<file path="config.mk">
export PLATFORM = sky130hd
export DESIGN_NAME = idxscan_top
export DESIGN_NICKNAME = d
export VERILOG_FILES = /design/src/rtl/idxscan_pkg.sv /design/src/rtl/idxscan_dirty.sv /design/src/rtl/idxscan_runs.sv /design/src/rtl/idxscan_top.sv
export SDC_FILE = /design/constraint.sdc
export NUM_CORES = 1
export LEC_CHECK = 0
export BUFFER_PORTS_ARGS = -buffer_cell sky130_fd_sc_hd__buf_4
export CAP_MARGIN = 25
export CORE_ASPECT_RATIO = 1.25
export CORE_MARGIN = 3
export CORE_UTILIZATION = 55
export CTS_BUF_LIST = sky130_fd_sc_hd__clkbuf_4 sky130_fd_sc_hd__clkbuf_8
export DETAILED_ROUTE_END_ITERATION = 7
export GPL_TIMING_DRIVEN = 1
export PLACE_DENSITY = 0.83
export SETUP_SLACK_MARGIN = 0.4
export SLEW_MARGIN = 20
export SYNTH_ARGS = -nofsm -noshare
export SYNTH_HDL_FRONTEND = slang
export SYNTH_HIERARCHICAL = 1
export SYNTH_SLANG_ARGS = --single-unit
</file>
<file path="constraint.sdc">
create_clock -name clk -period 4.4 [get_ports clk]
set_clock_uncertainty 0.2 [all_clocks]
set_input_delay 1.32 -clock clk [delete_from_list [all_inputs] [get_ports clk]]
set_output_delay 1.32 -clock clk [all_outputs]
set_load 0.01 [all_outputs]
</file>
<file path="src/rtl/idxscan_pkg.sv">
package idxscan_pkg;
  typedef enum logic [2:0] {
    ST_IDLE,
    ST_ROW,
    ST_FETCH,
    ST_INDEX,
    ST_LOOK,
    ST_CAPT,
    ST_SEND,
    ST_DONE
  } scan_state_t;
endpackage

</file>
<file path="src/rtl/idxscan_dirty.sv">
module idxscan_dirty #(
  parameter int MAX_H = 8,
  parameter int RW = 3,
  parameter int HW = 4
) (
  input  logic          clk,
  input  logic          rst,
  input  logic          mark_en,
  input  logic [RW-1:0] mark_row,
  input  logic          full_req,
  input  logic          snap_en,
  input  logic          clr_full,
  input  logic [HW-1:0] sel_row,
  output logic          row_hit
);
  logic [MAX_H-1:0] pend_q;
  logic [MAX_H-1:0] snap_q;
  logic [MAX_H-1:0] mark_vec;
  logic             full_q;

  always_comb begin
    for (int i = 0; i < MAX_H; i++) begin
      mark_vec[i] = mark_en && (mark_row == RW'(i));
    end
  end

  always_ff @(posedge clk) begin
    if (rst) begin
      pend_q <= '0;
      snap_q <= '0;
      full_q <= 1'b1;
    end else begin
      if (snap_en) begin
        snap_q <= full_q ? '1 : pend_q;
        pend_q <= mark_vec;
      end else begin
        pend_q <= pend_q | mark_vec;
      end
      if (full_req) begin
        full_q <= 1'b1;
      end else if (clr_full) begin
        full_q <= 1'b0;
      end
    end
  end

  assign row_hit = (sel_row < HW'(MAX_H)) ? snap_q[sel_row[RW-1:0]] : 1'b0;


  full_clear_chk: assert property (@(posedge clk) disable iff (rst)
    (clr_full && !full_req) |=> !full_q);


  snap_clear_chk: assert property (@(posedge clk) disable iff (rst)
    (snap_en && !mark_en) |=> (pend_q == '0));
endmodule

</file>
<file path="src/rtl/idxscan_runs.sv">
module idxscan_runs #(
  parameter int HW = 4
) (
  input  logic          clk,
  input  logic          rst,
  input  logic          row_ev,
  input  logic          row_hit,
  input  logic [HW-1:0] row_y,
  output logic          rect_valid,
  output logic [HW-1:0] rect_y,
  output logic [HW-1:0] rect_h
);
  logic          open_q;
  logic [HW-1:0] start_q;

  always_ff @(posedge clk) begin
    if (rst) begin
      open_q     <= 1'b0;
      start_q    <= '0;
      rect_valid <= 1'b0;
      rect_y     <= '0;
      rect_h     <= '0;
    end else begin
      rect_valid <= 1'b0;
      if (row_ev) begin
        if (row_hit) begin
          if (!open_q) begin
            open_q  <= 1'b1;
            start_q <= row_y;
          end
        end else if (open_q) begin
          open_q     <= 1'b0;
          rect_valid <= 1'b1;
          rect_y     <= start_q;
          rect_h     <= row_y - start_q;
        end
      end
    end
  end


  rect_nonempty_chk: assert property (@(posedge clk) disable iff (rst)
    rect_valid |-> (rect_h != '0));


  rect_single_chk: assert property (@(posedge clk) disable iff (rst)
    rect_valid |=> !rect_valid);
endmodule

</file>
<file path="src/rtl/idxscan_top.sv">
module idxscan_top #(
  parameter int MAX_W = 16,
  parameter int MAX_H = 8,
  localparam int WW = $clog2(MAX_W + 1),
  localparam int HW = $clog2(MAX_H + 1),
  localparam int RW = (MAX_H > 1) ? $clog2(MAX_H) : 1,
  localparam int AW = $clog2(MAX_W * MAX_H)
) (
  input  logic          clk,
  input  logic          rst,
  input  logic          frame_start,
  input  logic [WW-1:0] cfg_width,
  input  logic [HW-1:0] cfg_height,
  input  logic          full_req,
  input  logic          mark_en,
  input  logic [RW-1:0] mark_row,
  output logic          mem_rd,
  output logic [AW-1:0] mem_addr,
  input  logic [7:0]    mem_rdata,
  output logic          pal_rd,
  output logic [7:0]    pal_idx,
  input  logic [7:0]    pal_r,
  input  logic [7:0]    pal_g,
  input  logic [7:0]    pal_b,
  output logic          pix_valid,
  input  logic          pix_ready,
  output logic [31:0]   pix_data,
  output logic          rect_valid,
  output logic [HW-1:0] rect_y,
  output logic [HW-1:0] rect_h,
  output logic [WW-1:0] rect_w,
  output logic          frame_done
);
  import idxscan_pkg::*;

  scan_state_t   state_q;
  logic [WW-1:0] w_q, x_q;
  logic [HW-1:0] h_q, y_q;
  logic [AW-1:0] addr_q;
  logic [7:0]    idx_q;
  logic          dirty_hit, row_sel, row_ev, snap_en, clr_full;

  assign row_ev   = (state_q == ST_ROW);
  assign snap_en  = (state_q == ST_IDLE) && frame_start;
  assign clr_full = (state_q == ST_DONE);
  assign row_sel  = (y_q < h_q) && dirty_hit;
  assign mem_rd   = (state_q == ST_FETCH);
  assign mem_addr = addr_q;
  assign pal_rd   = (state_q == ST_LOOK);
  assign pal_idx  = idx_q;
  assign rect_w   = w_q;

  idxscan_dirty #(.MAX_H(MAX_H), .RW(RW), .HW(HW)) dirty_i (
    .clk(clk), .rst(rst), .mark_en(mark_en), .mark_row(mark_row),
    .full_req(full_req), .snap_en(snap_en), .clr_full(clr_full),
    .sel_row(y_q), .row_hit(dirty_hit)
  );

  idxscan_runs #(.HW(HW)) runs_i (
    .clk(clk), .rst(rst), .row_ev(row_ev), .row_hit(row_sel), .row_y(y_q),
    .rect_valid(rect_valid), .rect_y(rect_y), .rect_h(rect_h)
  );

  always_ff @(posedge clk) begin
    if (rst) begin
      state_q    <= ST_IDLE;
      w_q        <= '0;
      h_q        <= '0;
      x_q        <= '0;
      y_q        <= '0;
      addr_q     <= '0;
      idx_q      <= '0;
      pix_valid  <= 1'b0;
      pix_data   <= '0;
      frame_done <= 1'b0;
    end else begin
      frame_done <= 1'b0;
      case (state_q)
        ST_IDLE: begin
          if (frame_start) begin
            w_q    <= cfg_width;
            h_q    <= cfg_height;
            x_q    <= '0;
            y_q    <= '0;
            addr_q <= '0;
            state_q <= (cfg_width == '0 || cfg_height == '0) ? ST_DONE : ST_ROW;
          end
        end
        ST_ROW: begin
          if (y_q == h_q) begin
            state_q <= ST_DONE;
          end else if (row_sel) begin
            x_q     <= '0;
            state_q <= ST_FETCH;
          end else begin
            y_q    <= y_q + HW'(1);
            addr_q <= addr_q + AW'(w_q);
          end
        end
        ST_FETCH: state_q <= ST_INDEX;
        ST_INDEX: begin
          idx_q   <= mem_rdata;
          state_q <= ST_LOOK;
        end
        ST_LOOK: state_q <= ST_CAPT;
        ST_CAPT: begin
          pix_data  <= {8'h00, pal_r, pal_g, pal_b};
          pix_valid <= 1'b1;
          state_q   <= ST_SEND;
        end
        ST_SEND: begin
          if (pix_ready) begin
            pix_valid <= 1'b0;
            addr_q    <= addr_q + AW'(1);
            if (x_q == w_q - WW'(1)) begin
              x_q     <= '0;
              y_q     <= y_q + HW'(1);
              state_q <= ST_ROW;
            end else begin
              x_q     <= x_q + WW'(1);
              state_q <= ST_FETCH;
            end
          end
        end
        ST_DONE: begin
          frame_done <= 1'b1;
          state_q    <= ST_IDLE;
        end
        default: state_q <= ST_IDLE;
      endcase
    end
  end


  stall_hold_chk: assert property (@(posedge clk) disable iff (rst)
    (pix_valid && !pix_ready) |=> (pix_valid && $stable(pix_data)));


  addr_range_chk: assert property (@(posedge clk) disable iff (rst)
    mem_rd |-> (int'(mem_addr) < int'(w_q) * int'(h_q)));


  pal_order_chk: assert property (@(posedge clk) disable iff (rst)
    pal_rd |-> $past(mem_rd, 2));


  done_quiet_chk: assert property (@(posedge clk) disable iff (rst)
    frame_done |-> (!pix_valid && !mem_rd && !rect_valid));


  cfg_hold_chk: assert property (@(posedge clk) disable iff (rst)
    (state_q != ST_IDLE) |=> ($stable(w_q) && $stable(h_q)));
endmodule

</file>
==> metrics.csv, run 1 <==
stage,metric,value,unit
final_layout,finalNonFillerCells,699,
logic_synthesis,synth_area,0.00425,mm²
global_routing,antenna_found_initial,0,
placed_design,hpwl,7.32,mm
cts,cts_resized,0,
pwr,p_leak,2.32,nW
cts,postCtsSetupBuffers,0,
min_path,whs_endpoint,pix_data[5],
cts,insertion_delay,360,ps
route,drt_pass1_iterations,4,
worst_setup_path,worstSetupPathType,reg2reg,
timing,slew_viol_final,0,
timing,worst_pin_slew,866,ps
final_layout,final_area,0.00530,mm²
final_layout,seq_area,0.00186,mm²
worst_setup_path,cp_max_fo,10,
timing,hold_violations,0,
pwr,p_per_area,463,mW/mm²
global_routing,grt_pass1_vias,3638,
outcome,status,"finished, final reports clean",
pwr,p_total,2.46,mW
logic_synthesis,synth_area_leaders,"dfxtp_1 44%, nand2_1 9.2%, a21oi_1 6.2%",
logic_synthesis,synthArstFlopShare,0,%
cts,cts_max_level,3,
logic_synthesis,muxShareOfSynthArea,4.85,%
timing,finalCritPeriodShare,73.3,%
route,drt_wl_total,9.99,mm
logic_synthesis,ys_warn_count,6,
cts,cts.sinks,93,
worst_setup_path,cp.required,4490,ps
timing,whs,261,ps
pwr,ir_drop,0.300,mV
logic_synthesis,synth_compound_area_share,15.0,%
worst_setup_path,reg2reg_to,y_q[3],
final_layout,fillers,578,
worst_setup_path,start_kind,register,
route,drc_errors,0,
logic_synthesis,synth_fa_ha_area_share,5.35,%
logic_synthesis,synth.distinct_cells,56,
min_path,min_path_type,reg2reg,
final_layout,synthToLayoutAreaGrowth,24.7,%
floorplan,start_util,57.1,%
logic_synthesis,synth_top_family_by_area,simple AND/OR/NAND/NOR gates,
logic_synthesis,ys.flop_type,dfxtp_1,
min_path,whs_path_depth,2,
floorplan,chipWidth,84.7,µm
floorplan,fp.dieH,104,µm
global_routing,grt_usage,23.1,%
route,drt_iter0_markers,130,
cts,ctsRootBufferMaster,clkbuf_8,
placed_design,place.port_buffers,106,
logic_synthesis,synth_top_area_share,43.8,%
placed_design,dpl_cell_area,0.00505,mm²
logic_synthesis,synth_cells,506,
cts,clk_pin_slew,90,ps
route,wl_per_cell,14.3,µm
worst_setup_path,r2r_start,y_q[1],
logic_synthesis,yosys.area_share.xor_xnor,2.27,%
global_routing,grt_pass1_wl,16.8,mm
logic_synthesis,syn_area_per_cell,8.40,µm²
route,via_count,3800,
logic_synthesis,yosysSeqAreaShare,43.8,%
route,viasPerCell,5.44,
placed_design,place.gp.congestion,0.815,
cts,cts_buffer_depth,2,
worst_setup_path,arrival,3320,ps
final_layout,n_antenna_cell,0,
logic_synthesis,ys_seq_elements,93,
logic_synthesis,yosysTopAreaCell,dfxtp_1,
worst_setup_path,reg2reg_depth,10,
job,cap_violations,0,
cts,ctsHoldBuffers,0,
global_routing,grt_max_degree,52,
worst_setup_path,rrSetupSlack,1170,ps
timing,maxSlewHeadroom,42.3,%
timing,finalSetupTns,0,ps
floorplan,core.rowCount,35,
min_path,min-delay-start,pix_data[5],
logic_synthesis,synth_edf_count,0,
timing,fin_crit,3230,ps
cts,numCtsBuffers,9,
timing,rsz0062_at_grt,no,
floorplan,dieArea,0.00883,mm²
final_layout,drive_gt1_share,21.7,%
floorplan,pin_count,115,
timing,max_freq,310,MHz
logic_synthesis,yosys.area_share.simple,23.2,%
route,postRouteAntennaNets,0,
placed_design,post-place-cells,683,
floorplan,core_area,0.00744,mm²
final_layout,multi_input_area,0.00218,mm²
timing,setup_violations,0,
cts,cts_tree,done,
final_layout,nets,669,
worst_setup_path,crit_path_end_kind,register,
global_routing,gr-total-overflow,0,
## synthesized netlist by cell type, types with 2 or more instances
cell type and instances:
buf_4 9, nand3b_1 6, or4_1 3, ha_1 15, a32oi_1 4, a21oi_1 53
nor3_1 8, a31oi_1 2, nand4_1 2, and2_1 2, mux2i_1 18, buf_2 3
nand2_1 104, nand4b_1 2, o211ai_1 2, o22ai_1 8, and3b_1 3, a21o_1 4
o21ai_0 7, nor2b_1 10, fa_1 2, clkbuf_1 17, nor2_1 46, xor2_1 4
dfxtp_1 93, a211oi_2 2, a211oi_1 3, and3_1 2, nand3_1 12, o31ai_1 2
a22oi_1 3, or3_1 2, xnor2_1 7, o2111ai_1 2, inv_1 22, nand2b_1 2
## sequential cells by signal, summed over array words and instances (netlist names)
signal,flops
pal_idx,8
runs_i/rect_h,4
dirty_i/full_q,1
runs_i/rect_y,4
frame_done,1
pix_valid,1
runs_i/open_q,1
dirty_i/snap_q,8
mem_addr,7
state_q,3
y_q,4
dirty_i/pend_q,8
pix_data,24
runs_i/rect_valid,1
x_q,5
h_q,4
rect_w,5
runs_i/start_q,4
## worst max-delay path by stage
stage	from	endpoint	slack [ps]	cells after the start
2_1_floorplan	state_q[2]	mem_addr[6]	1490	14
6_report	y_q[1]	y_q[3]	1170	10
4_1_cts	y_q[1]	y_q[3]	1230	10
3_5_place_dp	frame_start	dirty_i/pend_q[1]	1300	6
5_1_grt	y_q[1]	y_q[3]	900	10
3_3_place_gp	state_q[1]	mem_addr[6]	1380	12
## worst max-delay path, stage by stage, from the launching register on
cell      delay [ps]
dfxtp_1          570
mux4_1           620
nor2_1           100
a311oi_1          50
nand2b_1         100
a211oi_1          40
buf_4            160
o21ai_0          390
nand2_1          300
or4_1            460
a21boi_1         150
## logic make-up after synthesis
kind of cell,count (synthesis)
XOR/XNOR,11
AO/OA/AOI/OAI,101
AND/OR/NAND/NOR,212
flip-flops,93
multiplexers,19
buffers and inverters,52
adder cells (fa/ha/maj),17
other,1
## stage by stage
| step | setup slack (ps) | util (%) |
|---|---|---|
| after floorplan | 1490 | - |
| after global placement | 1380 | 67.9 |
| after detailed placement | 1300 | 67.9 |
| after CTS | 1230 | 71.2 |
| after global routing | 901 | 71.2 |
| final | 1170 | 71.2 |
## metal layers
metal | track usage, % | up-vias | wire, µm | share of wire, %
met5 | 0 | - | 0 | 0
met4 | 8.60 | 0 | 235 | 2.4
met3 | 9.75 | 21 | 892 | 8.9
met2 | 37.1 | 119 | 4720 | 47
met1 | 27.3 | 1756 | 4140 | 41
li1 | - | 1904 | - | -
## where the power goes
group	switching (mW)	internal, mW	total [mW]
Sequential	0.0974	0.935	1.03
Clock	0.300	0.394	0.693
Combinational	0.422	0.309	0.731
## cell usage in the layout (no fill, tap or decap), types with 7 or more instances in the layout
cell | synthesis | routed
buf_4 | 9 | 108
nand2_1 | 104 | 104
dfxtp_1 | 93 | 93
a21oi_1 | 53 | 53
nor2_1 | 46 | 46
inv_1 | 22 | 22
mux2i_1 | 18 | 18
ha_1 | 15 | 15
nand3_1 | 12 | 12
nor2b_1 | 10 | 10
clkbuf_8 | 0 | 9
nor3_1 | 8 | 8
conb_1 | 1 | 8
o22ai_1 | 8 | 8
o21ai_0 | 7 | 7
xnor2_1 | 7 | 7
## area by class of cell
class | count | area share (%)
repair buffers | 108 | 15.3
clock inverters | 5 | 2.03
clock buffers | 11 | 2.62
flip-flops and latches | 93 | 35.1
inverters | 22 | 1.56
multi-input cells | 368 | 41.2
well taps | 92 | 2.17
Note: power is estimated with default switching activity, not from simulation.
==> inputs of run 2 (changes only) <==
- CORE_UTILIZATION: 55 -> 54
- PLACE_DENSITY: 0.83 -> 0.82
- clock period: 4.4 -> 3.35 ns (I/O delays scaled with it)
==> run 2 against run 1 <==
Against the previous run: flip-flop and latch count is the same; clock power grew 0.9%; utilization shrank 0.18 points; via count grew 4.1%; sequential power grew 32%; worst setup slack lost 650 ps; register-to-register slack lost 650 ps; sequential share of layout area shrank 0.18 points; maximum frequency grew 14%; highest routed layer unchanged; non-clock buffer count grew 13; count of clock-buffer cells in the layout shrank 1.
==> metrics.csv, run 2 (synthesized netlist as in run 1, its figures left out) <==
stage,metric,value,unit,change
route,drt_wl_total,10.3,mm,+2.7%
worst_setup_path,start_kind,register,,
final_layout,synthToLayoutAreaGrowth,25.8,%,
worst_setup_path,cpMaxStageDelayCell,mux4_1,,
cts,clk_pin_slew,90,ps,about the same
min_path,min_path_type,reg2reg,,
cts,cts_buffer_depth,2,,unchanged
cts,ctsRootBufferMaster,clkbuf_8,,
timing,rsz0062_at_grt,no,,
floorplan,core_area,0.00753,mm²,+1.2%
final_layout,drive_gt1_share,24.2,%,+2.4 points
route,via_count,3954,,+4.1%
timing,setup_violations,0,,unchanged
floorplan,chipWidth,85.4,µm,+0.86%
timing,maxSlewHeadroom,41.0,%,-1.3 points
worst_setup_path,worstSetupPathType,reg2reg,,
timing,finalSetupTns,0,ps,unchanged
job,cap_violations,0,,unchanged
final_layout,largest_reg_flops,24,,unchanged
route,postRouteAntennaNets,0,,unchanged
route,drt_iter0_markers,319,,+150%
route,wl_per_cell,14.4,µm,+0.85%
worst_setup_path,cp.required,3440,ps,-1050 ps
global_routing,grt_max_degree,59,,+13%
global_routing,grt_pass1_wl,16.9,mm,+0.57%
cts,cts_max_level,3,,unchanged
final_layout,finalNonFillerCells,712,,+1.9%
floorplan,dieArea,0.00898,mm²,+1.7%
timing,hold_violations,0,,unchanged
cts,cts_tree,done,,
floorplan,core.rowCount,35,,unchanged
final_layout,nets,682,,+1.9%
final_layout,final_common_cell,buf_4,,
pwr,p_leak,2.36,nW,+1.6%
worst_setup_path,slowest_delay,550,ps,-70 ps
final_layout,fillers,591,,+2.2%
global_routing,grt_usage,22.5,%,-0.56 points
timing,slew_viol_final,0,,unchanged
final_layout,regMostFlops,pix_data,,
cts,ctsHoldBuffers,0,,unchanged
worst_setup_path,cp_max_fo,9,,-1
timing,worst_pin_slew,885,ps,+19.3 ps
floorplan,fp.dieH,105,µm,+0.87%
timing,max_freq,353,MHz,+14%
final_layout,n_antenna_cell,0,,unchanged
placed_design,post-place-cells,686,,+0.44%
placed_design,place.port_buffers,106,,unchanged
cts,insertion_delay,350,ps,about the same
route,drc_errors,0,,unchanged
placed_design,hpwl,7.25,mm,-0.95%
timing,fin_crit,2830,ps,-397 ps
route,drt_pass1_iterations,5,,+1
global_routing,gr-total-overflow,0,,unchanged
worst_setup_path,arrival,2920,ps,-400 ps
timing,finalCritPeriodShare,84.5,%,+11 points
final_layout,final_cell_mix,"121 x buf_4, 104 x nand2_1, 91 x dfxtp_1",,
floorplan,start_util,56.5,%,-0.66 points
pwr,ir_drop,0.376,mV,+25%
global_routing,grt_pass1_vias,3757,,+3.3%
outcome,status,"finished, final reports clean",,
pwr,p_per_area,583,mW/mm²,+26%
cts,cts.sinks,93,,unchanged
placed_design,place.gp.congestion,0.866,,+6.3%
cts,numCtsBuffers,9,,unchanged
floorplan,pin_count,115,,unchanged
global_routing,antenna_found_initial,0,,unchanged
route,viasPerCell,5.55,,+2.2%
worst_setup_path,crit_path_end_kind,register,,
worst_setup_path,path_cells,mux4_1 > nor2_1 > a311oi_1 > nand2b_1 > a211oi_1 > o21ai_0 > nand2_1 > or4_1 > a21boi_1,,
run 2: changes by cell type in the layout (fill, tap and decap cells not counted), sizes merged:
cell	before	now
buf	108	121
bufinv	3	0
clkbuf	11	10
clkinv	1	4
clkinvlp	0	1
run 2: stage by stage:
step	hold slack, ps	power, mW	area (µm²)	util (%)	setup slack (ps)
2_1_floorplan	236	2.03	4280	-	441
3_3_place_gp	242	2.32	5080	67.4	421
3_5_place_dp	247	2.36	5080	67.4	236
4_1_cts	260	3.05	5260	69.9	423
5_1_grt	274	3.30	5350	71.0	369
6_report	257	3.12	5350	71.0	521
run 2: repair_timing:
action / in CTS / in global routing
pin swaps: 0 / 3
setup buffers: 0 / 10
gates resized for setup: 3 / 5
endpoints found under the setup margin: 1 / 3
run 2: final timing paths:
path / cells past startpoint / to / slack (ps) / from
setup / recovery: 9 / y_q[3] / 520 / y_q[1]
setup reg to reg: 9 / y_q[3] / 520 / y_q[1]
hold reg to reg: 2 / runs_i/rect_y[2] / 260 / runs_i/rect_y[2]
hold / removal: 2 / runs_i/rect_y[2] / 260 / runs_i/rect_y[2]
run 2: cell type report:
cell class	instances	area, µm²	area share [%]
well taps	92	115	2.15
flip-flops and latches	93	1870	34.9
repair buffers	121	908	17.0
clock buffers	10	131	2.46
clock inverters	6	47.5	0.889
multi-input cells	368	2190	41.0
inverters	22	86.3	1.61
run 2: metal layers:
layer | wire, µm | global-route usage, % | vias to the layer above
met2 | 4960 | 37.1 | 155
met1 | 4220 | 27.0 | 1843
met3 | 927 | 8.84 | 15
met4 | 155 | 6.56 | 0
li1 | - | - | 1941
met5 | 0 | 0 | -
run 2: report_power, final:
group	switching [mW]	internal [mW]	leakage, nW
Combinational	0.608	0.455	1.51
Sequential	0.121	1.23	0.756
Clock	0.413	0.287	0.0959
run 2: critical path: cells and delay by family, from the launching register on:
kind | cells | cell delay (ps)
DFF | 1 | 350
AOI/OAI and AO/OA | 4 | 670
muxes | 1 | 550
and+or+nand+nor | 4 | 1000
